==> config.mk <==
export PLATFORM = sky130hd
export DESIGN_NAME = conv_symbol_encoder
export DESIGN_NICKNAME = d
export VERILOG_FILES = /design/src/rtl/conv_enc_pkg.sv /design/src/rtl/conv_enc_shifter.sv /design/src/rtl/conv_enc_gen.sv /design/src/rtl/conv_enc_seq.sv /design/src/rtl/conv_symbol_encoder.sv
export SDC_FILE = /design/constraint.sdc
export NUM_CORES = 1
export LEC_CHECK = 0
export CAP_MARGIN = 0
export CORE_MARGIN = 8
export CORE_UTILIZATION = 45
export DETAILED_ROUTE_END_ITERATION = 8
export PLACE_DENSITY = 0.67
export SLEW_MARGIN = 20
export SYNTH_ARGS = -nofsm -noshare
export SYNTH_HDL_FRONTEND = slang
export SYNTH_SLANG_ARGS = --single-unit
==> constraint.sdc <==
create_clock -name clk -period 2 [get_ports clk]
set_input_delay 0.3 -clock clk [delete_from_list [all_inputs] [get_ports clk]]
set_output_delay 0.3 -clock clk [all_outputs]
set_load 0.02 [all_outputs]
==> src/rtl/conv_enc_pkg.sv <==
package conv_enc_pkg;

    localparam int unsigned NUM_GEN = 3;
    localparam int unsigned PH_W    = $clog2(NUM_GEN);

    typedef logic [PH_W-1:0] phase_t;

    typedef enum logic [1:0] {
        SEL_G1   = 2'b00,
        SEL_G3   = 2'b01,
        SEL_G2   = 2'b10,
        SEL_HOLD = 2'b11
    } sel_code_t;

    typedef struct packed {
        phase_t phase;
        logic   sym;
    } seq_state_t;

    localparam phase_t PH_G1 = phase_t'(0);
    localparam phase_t PH_G2 = phase_t'(1);
    localparam phase_t PH_G3 = phase_t'(2);

endpackage

==> src/rtl/conv_enc_shifter.sv <==
module conv_enc_shifter #(
    parameter int unsigned K = 7
) (
    input  logic         clk,
    input  logic         rst_n,
    input  logic         data_stb,
    input  logic         data_in,
    output logic [K-1:0] stages
);

    typedef struct packed {
        logic [K-1:0] bits;
    } shift_state_t;

    shift_state_t st_d, st_q;

    always_comb begin
        st_d = st_q;
        if (data_stb) begin
            st_d.bits = {st_q.bits[K-2:0], data_in};
        end
    end

    always_ff @(posedge clk or negedge rst_n) begin
        if (!rst_n) begin
            st_q <= '0;
        end else begin
            st_q <= st_d;
        end
    end

    assign stages = st_q.bits;

    p_shift_in_r2: assert property (@(posedge clk) disable iff (!rst_n)
        data_stb |=> (stages[0] == $past(data_in)) && (stages[K-1:1] == $past(stages[K-2:0])));

    p_shift_hold_r2: assert property (@(posedge clk) disable iff (!rst_n)
        !data_stb |=> $stable(stages));

endmodule

==> src/rtl/conv_enc_gen.sv <==
module conv_enc_gen
    import conv_enc_pkg::*;
#(
    parameter int unsigned               K     = 7,
    parameter logic [NUM_GEN*K-1:0]      POLYS = '0
) (
    input  logic [K-1:0]       stages,
    output logic [NUM_GEN-1:0] gen_sym
);

    for (genvar g = 0; g < NUM_GEN; g++) begin : g_parity
        localparam logic [K-1:0] TAPS = POLYS[g*K +: K];
        assign gen_sym[g] = ^(stages & TAPS);
    end

endmodule

==> src/rtl/conv_enc_seq.sv <==
module conv_enc_seq
    import conv_enc_pkg::*;
(
    input  logic               clk,
    input  logic               rst_n,
    input  logic               data_stb,
    input  logic               latch_stb,
    input  logic               auto_mode,
    input  logic [1:0]         sel,
    input  logic               rate_half,
    input  logic               scramble,
    input  logic [NUM_GEN-1:0] gen_sym,
    output logic               sym_out
);

    seq_state_t         q_d, q_q;
    logic [NUM_GEN-1:0] cand;
    phase_t             last_ph;
    logic               auto_sym;

    always_comb begin
        cand    = gen_sym;
        cand[1] = gen_sym[1] ^ scramble;
        last_ph = rate_half ? PH_G2 : PH_G3;

        case (q_q.phase)
            PH_G1:   auto_sym = cand[0];
            PH_G2:   auto_sym = cand[1];
            default: auto_sym = cand[2];
        endcase

        q_d = q_q;
        if (latch_stb) begin
            if (auto_mode) begin
                q_d.sym   = auto_sym;
                q_d.phase = (q_q.phase >= last_ph) ? PH_G1 : q_q.phase + phase_t'(1);
            end else begin
                case (sel_code_t'(sel))
                    SEL_G1:  q_d.sym = cand[0];
                    SEL_G2:  q_d.sym = cand[1];
                    SEL_G3:  q_d.sym = cand[2];
                    default: q_d.sym = q_q.sym;
                endcase
            end
        end
        if (data_stb) begin
            q_d.phase = PH_G1;
        end
    end

    always_ff @(posedge clk or negedge rst_n) begin
        if (!rst_n) begin
            q_q <= '0;
        end else begin
            q_q <= q_d;
        end
    end

    assign sym_out = q_q.sym;

    p_latch_only_r4: assert property (@(posedge clk) disable iff (!rst_n)
        !latch_stb |=> $stable(sym_out));

    p_ext_g1_r4: assert property (@(posedge clk) disable iff (!rst_n)
        (latch_stb && !auto_mode && sel == 2'b00) |=> (sym_out == $past(gen_sym[0])));

    p_hold_code_r5: assert property (@(posedge clk) disable iff (!rst_n)
        (latch_stb && !auto_mode && sel == 2'b11) |=> $stable(sym_out));

    p_ext_g2_scramble_r9: assert property (@(posedge clk) disable iff (!rst_n)
        (latch_stb && !auto_mode && sel == 2'b10) |=> (sym_out == ($past(gen_sym[1]) ^ $past(scramble))));

    p_phase_legal_r6: assert property (@(posedge clk) disable iff (!rst_n)
        q_q.phase != 2'd3);

    p_half_wrap_r7: assert property (@(posedge clk) disable iff (!rst_n)
        (auto_mode && rate_half && latch_stb && !data_stb && q_q.phase == PH_G2) |=> (q_q.phase == PH_G1));

    p_restart_r10: assert property (@(posedge clk) disable iff (!rst_n)
        data_stb |=> (q_q.phase == PH_G1));

endmodule

==> src/rtl/conv_symbol_encoder.sv <==
module conv_symbol_encoder
    import conv_enc_pkg::*;
#(
    parameter int unsigned  K       = 7,
    parameter logic [K-1:0] POLY_G1 = 'o171,
    parameter logic [K-1:0] POLY_G2 = 'o133,
    parameter logic [K-1:0] POLY_G3 = 'o145
) (
    input  logic       clk,
    input  logic       rst_n,
    input  logic       data_stb,
    input  logic       data_in,
    input  logic       latch_stb,
    input  logic       auto_mode,
    input  logic [1:0] sel,
    input  logic       rate_half,
    input  logic       scramble,
    output logic       sym_out
);

    localparam logic [NUM_GEN*K-1:0] POLYS = {POLY_G3, POLY_G2, POLY_G1};

    logic [K-1:0]       stages;
    logic [NUM_GEN-1:0] gen_sym;

    conv_enc_shifter #(.K(K)) u_shift (
        .clk      (clk),
        .rst_n    (rst_n),
        .data_stb (data_stb),
        .data_in  (data_in),
        .stages   (stages)
    );

    conv_enc_gen #(.K(K), .POLYS(POLYS)) u_gen (
        .stages  (stages),
        .gen_sym (gen_sym)
    );

    conv_enc_seq u_seq (
        .clk       (clk),
        .rst_n     (rst_n),
        .data_stb  (data_stb),
        .latch_stb (latch_stb),
        .auto_mode (auto_mode),
        .sel       (sel),
        .rate_half (rate_half),
        .scramble  (scramble),
        .gen_sym   (gen_sym),
        .sym_out   (sym_out)
    );

endmodule

== Word level (Yosys, flattened, before mapping) ==
Cells that the tools add are included.
Storage, ports and cells
  input port bits: 10
  output and inout port bits: 1
  flip-flop bits (word level): 10
  logic and storage cells: 27
Cells by class
  eq/ne operators: 3
  multiplexer cells: 8
  add/subtract/negate cells: 1
  magnitude comparators: 1
  reduce and logical (&&, ||, !) cells: 10
  bitwise logic cells: 1
Operators with widths (number)
  XOR reduction 7 bit: 3
  2-to-1 mux 2 bit: 4
  == test 2 x 1 -> 1 bit, second input constant: 2
  zero test 2 bit: 2
  AND reduction 2 bit: 2
  nonzero test 2 bit: 2
  nonzero test 4 bit: 1
  2-to-1 mux 3 bit: 1
  one-hot mux 1 bit (3 select lines): 1
  adder 2 x 1 -> 2 bit, second input constant: 1
  == test 2 bit, second input constant: 1
  greater-or-equal comparator 2 bit: 1
  one-hot mux 1 bit (2 select lines): 1
  2-to-1 mux 1 bit: 1
  bitwise XOR 1 bit: 1

== Logic depth before layout (Yosys ltp) ==
Gate-level depths: netlist of the first run.
  depth in word-level cells: 6
  gate-level depth with buffers: 6

== By module ==
From an unflattened synthesis of the first run, not the netlist that was laid out.
Unflattened totals
  cell total of the unflattened synthesis: 57
  area total of the unflattened synthesis: 735.7 sq um
Modules (own cells, without submodules)
  conv_enc_seq: area an instance 345.3 sq um, times used 1, seq. area each 75.1 sq um, cells each 35
  conv_enc_shifter: area an instance 291.5 sq um, times used 1, seq. area each 175.2 sq um, cells each 15
  conv_enc_gen: area an instance 98.8 sq um, times used 1, seq. area each 0.0 sq um, cells each 7

== Least setup slack after synthesis of the first run ==
No wires, ideal clock.
  path kind: register to register
  from: reg u_shift.st_q (netlist bit u_shift.stages[0])
  to: reg u_seq.q_q (netlist bit u_seq.sym_out)
  stages on the path, launching flop included: 5
  buffers on the path: 0
  period minus slack after synthesis: 1487 ps
  slack: 513 ps
  data required time: 1866 ps
  data arrival time: 1352 ps
  cells stage by stage: dfrtp_1 -> xnor3_2 -> xnor2_2 -> o32ai_1 -> a211oi_2
On the way
  longest elaborated chain between the ends: 4
  elaborated cells on any way between the ends: 7
  those cells by class: mux: 3; bitwise: 1; reduce/logical: 3
RTL lines
  from (decl): line conv_enc_shifter.sv:15  | shift_state_t st_d, st_q;
  from (signal assigned): line conv_enc_shifter.sv:28  | st_q <= st_d;
  XOR reduction 7 bit: line conv_enc_gen.sv:13  | assign gen_sym[g] = ^(stages & TAPS);
  bitwise XOR 1 bit: line conv_enc_seq.sv:23  | cand[1] = gen_sym[1] ^ scramble;
  one-hot mux 1 bit (3 select lines) / one-hot mux 1 bit (2 select lines) (equally long branches): line conv_enc_seq.sv:38, conv_enc_seq.sv:26
  2-to-1 mux 1 bit (*): line conv_enc_seq.sv:34  | if (auto_mode) begin
  to (signal assigned): line conv_enc_seq.sv:55  | q_q <= q_d;
  to (decl): line conv_enc_seq.sv:16  | seq_state_t q_d, q_q;
Mark *: on every way between the ends. The rest lies on a longest branch, timed or not.
A chain may end at the register's enable or synchronous reset.

== Worst setup path after layout of the first run ==
  from: in sel[1]
  to: reg u_seq.q_q (netlist bit u_seq.sym_out)
On the way
  longest elaborated chain between the ends: 3
  elaborated cells on any way between the ends: 7
  those cells by class: eq/ne: 2; mux: 2; reduce/logical: 3
RTL lines
  from (decl): line conv_symbol_encoder.sv:15  | input logic [1:0] sel,
  == test 2 x 1 -> 1 bit (tied with other cells): line conv_enc_seq.sv:38  | case (sel_code_t'(sel))
  one-hot mux 1 bit (3 select lines) / nonzero test 4 bit (equally long branches)
  2-to-1 mux 1 bit / AND reduction 2 bit (equally long branches)
Parallel ways exist; a longest one is shown, timed or not.

==> results.cfg, run 1 <==
[synth]
netlist.area_leader.share = 0.370
ys_types = 25
synth_area_um2 = 676
ys_top_cells_by_count = dfrtp_1, ha_1, mux2_2, inv_1
ys_seq_area_frac = 0.370
avgSynthCellArea_um2 = 12.3
synth_top_cell_by_area = dfrtp_1
syn_inst = 55
ys.flop_type = dfrtp_1
yosysWarnings = 0
synth.area.top_cells = dfrtp_1, ha_1, mux2_2
async_reset_ff_frac = 1.00
synth-seq-cells = 10
syn-num-nets = 72
synth_edf_count = 0
yosysMostFrequentCell = dfrtp_1

[clock_network]
ctsHoldBuffers = 0
clockBufferDepth = 2
clock_sinks = 10
clkLatencyLatePin_ps = 260
clkSlewWorstSetupHoldPaths_ps = 70
cts_root_buf = clkbuf_4
cts_resized = 0
cts_made_buffers = 3
cts_setup_buffers = 0
h-tree-depth = 1
cts_tree = built

[sta]
clock_skew_ps = 7.46
timing.fmax_mhz = 580
finalCriticalPeriod_ps = 1720
finalCritPeriodShare = 0.862
setup_tns_ps = 0
rsz0062_at_grt = no
hold_viol_final = 0
worst_pin_slew_ps = 456
setup_viol = 0
slew_headroom = 0.695
finalMaxSlewViolations = 0

[detailed_routing]
wl_mm = 1.14
drc = 0
routed_via_density = 5.27
dr.pass1.iters = 4
wl_per_cell_um = 13.4
vias = 448
drtAntennaViolNets = 0
drtIter0Drc = 5

[worst_hold_path]
hold_path.class = primary input to asynchronous set/reset pin

[global_route]
grt_pass1_vias = 469
grt_usage = 0.0854
grt_overflow = 0
grt_max_degree = 11
grt_pass1_wl_mm = 1.89
antenna_found_initial = 0

[floorplanning]
dieHeight_um = 54.8
initial_core_util = 0.465
core_area_mm2 = 0.00145
die_w_um = 54.8
die_area_mm2 = 0.00300
ios = 11
fp-row-count = 14

[final_layout]
n_antenna_cell = 0
area_growth_pct = 23.7
final_util = 0.575
fin_nets = 87
final_cells = 85
drive_above_1_share = 0.261

[worst_setup_path]
cp-start-kind = primary input
endpoint_kind = register
cp.required_ps = 2140
arrival_ps = 1870
critical_path.max_fanout = 3
path_class = primary input to register

[place]
dp.cells = 81
hpwlAfterDp_um = 898
finalWeightedCongestion = 0.728
portBuffers = 10

[power]
p_per_area_mw_per_mm2 = 1060
p_leak_nw = 0.378
max-vdd-ir-drop_uv = 686
power_mw = 0.887

[flow_run]
drv_cap = 0

[status]
status = completed
## routing by layer
layer  GRT usage  wire length, um
met2       0.138              525
met1       0.103              554
met4      0.0123                0
met5           0                0
met3      0.0408               57
## layout by cell type (no fill, tap or decap)
cell type | netlist | routed
or3_1 | 1 | 1
nor2_1 | 2 | 2
nand2_1 | 2 | 2
clkdlybuf4s50_1 | 0 | 10
clkbuf_8 | 0 | 1
xor2_1 | 1 | 1
mux2_2 | 7 | 7
xnor2_1 | 1 | 1
clkbuf_4 | 0 | 3
buf_4 | 0 | 1
a211oi_2 | 1 | 1
xnor2_2 | 2 | 2
xnor3_2 | 1 | 1
a221oi_2 | 1 | 1
nor3b_1 | 1 | 1
xor2_2 | 1 | 1
a22oi_1 | 2 | 2
nand4b_1 | 1 | 1
nand3b_1 | 1 | 1
o32ai_1 | 1 | 1
a21oi_1 | 2 | 2
dfrtp_1 | 10 | 10
inv_1 | 5 | 5
ha_1 | 7 | 7
nand3_1 | 1 | 1
xnor3_1 | 1 | 1
o21ai_0 | 1 | 1
o21a_1 | 1 | 1
## worst max-delay path: stages
cell,delay (ps)
clkdlybuf4s50_1,480
inv_1,60
ha_1,200
or3_1,420
o21a_1,190
o32ai_1,140
a211oi_2,80
## cell type report
type                    instances  area [um2]
fillers                       145         618
inverters                       5        18.8
multi-input cells              39         403
flip-flops and latches         10         250
clock buffers                   4        36.3
well taps                      16        20.0
repair buffers                 11         108
## where the power goes
part | internal [mW] | switching (mW) | total, mW
Combinational | 0.241 | 0.169 | 0.410
Clock | 0.110 | 0.0718 | 0.182
Sequential | 0.249 | 0.0459 | 0.295
Total | 0.600 | 0.287 | 0.887
## stage by stage
stage | hold WS [ps] | worst slack [ps] | cell area (um2)
detailed placement | 546 | 0.284 | 800
global placement | 538 | 50.5 | 800
global route | 404 | 220 | 836
CTS | 367 | 278 | 836
finish | 347 | 276 | 836
floorplan | 4.41 | 513 | 676
## final timing paths
path	start	end	slack, ps	cells past startpoint
setup / recovery	sel[1]	u_seq.sym_out$_DFFE_PN0P_	280	7
max in group asynchronous	rst_n	u_seq.q_q[2]$_DFFE_PN0P_	1330	1
hold / removal	rst_n	u_shift.stages[6]$_DFFE_PN0P_	350	1
setup reg to reg	u_shift.stages[0]$_DFFE_PN0P_	u_seq.sym_out$_DFFE_PN0P_	410	4
hold reg to reg	u_seq.q_q[1]$_DFFE_PN0P_	u_seq.q_q[1]$_DFFE_PN0P_	550	2
min in group clk	u_seq.q_q[1]$_DFFE_PN0P_	u_seq.q_q[1]$_DFFE_PN0P_	550	2
## sequential cells by signal (all words and copies together), names as in the netlist
signal	flops
u_seq.q_q	2
u_seq.sym_out	1
u_shift.stages	7
## cells by family (layout without fill, tap and decap cells)
logic type	count (synthesis)	count (layout)	share of synthesized area
multiplexers	7	7	0.117
XOR/XNOR	7	7	0.167
AND/OR/NAND/NOR	9	9	0.0741
adder cells (fa/ha/maj)	7	7	0.130
buffers and inverters	6	20	0.0333
flip-flops	10	10	0.370
AO/OA/AOI/OAI	9	9	0.109
No activity file was read; power rests on OpenSTA's default activity.
==> run 2, diff against run 1 <==
CTS_CLUSTER_DIAMETER = 120   (was unset)
SKIP_CTS_REPAIR_TIMING = 1   (was unset)
==> results of run 2 <==
Same layout as run 1: the final DEF is identical, and so are final timing and power.
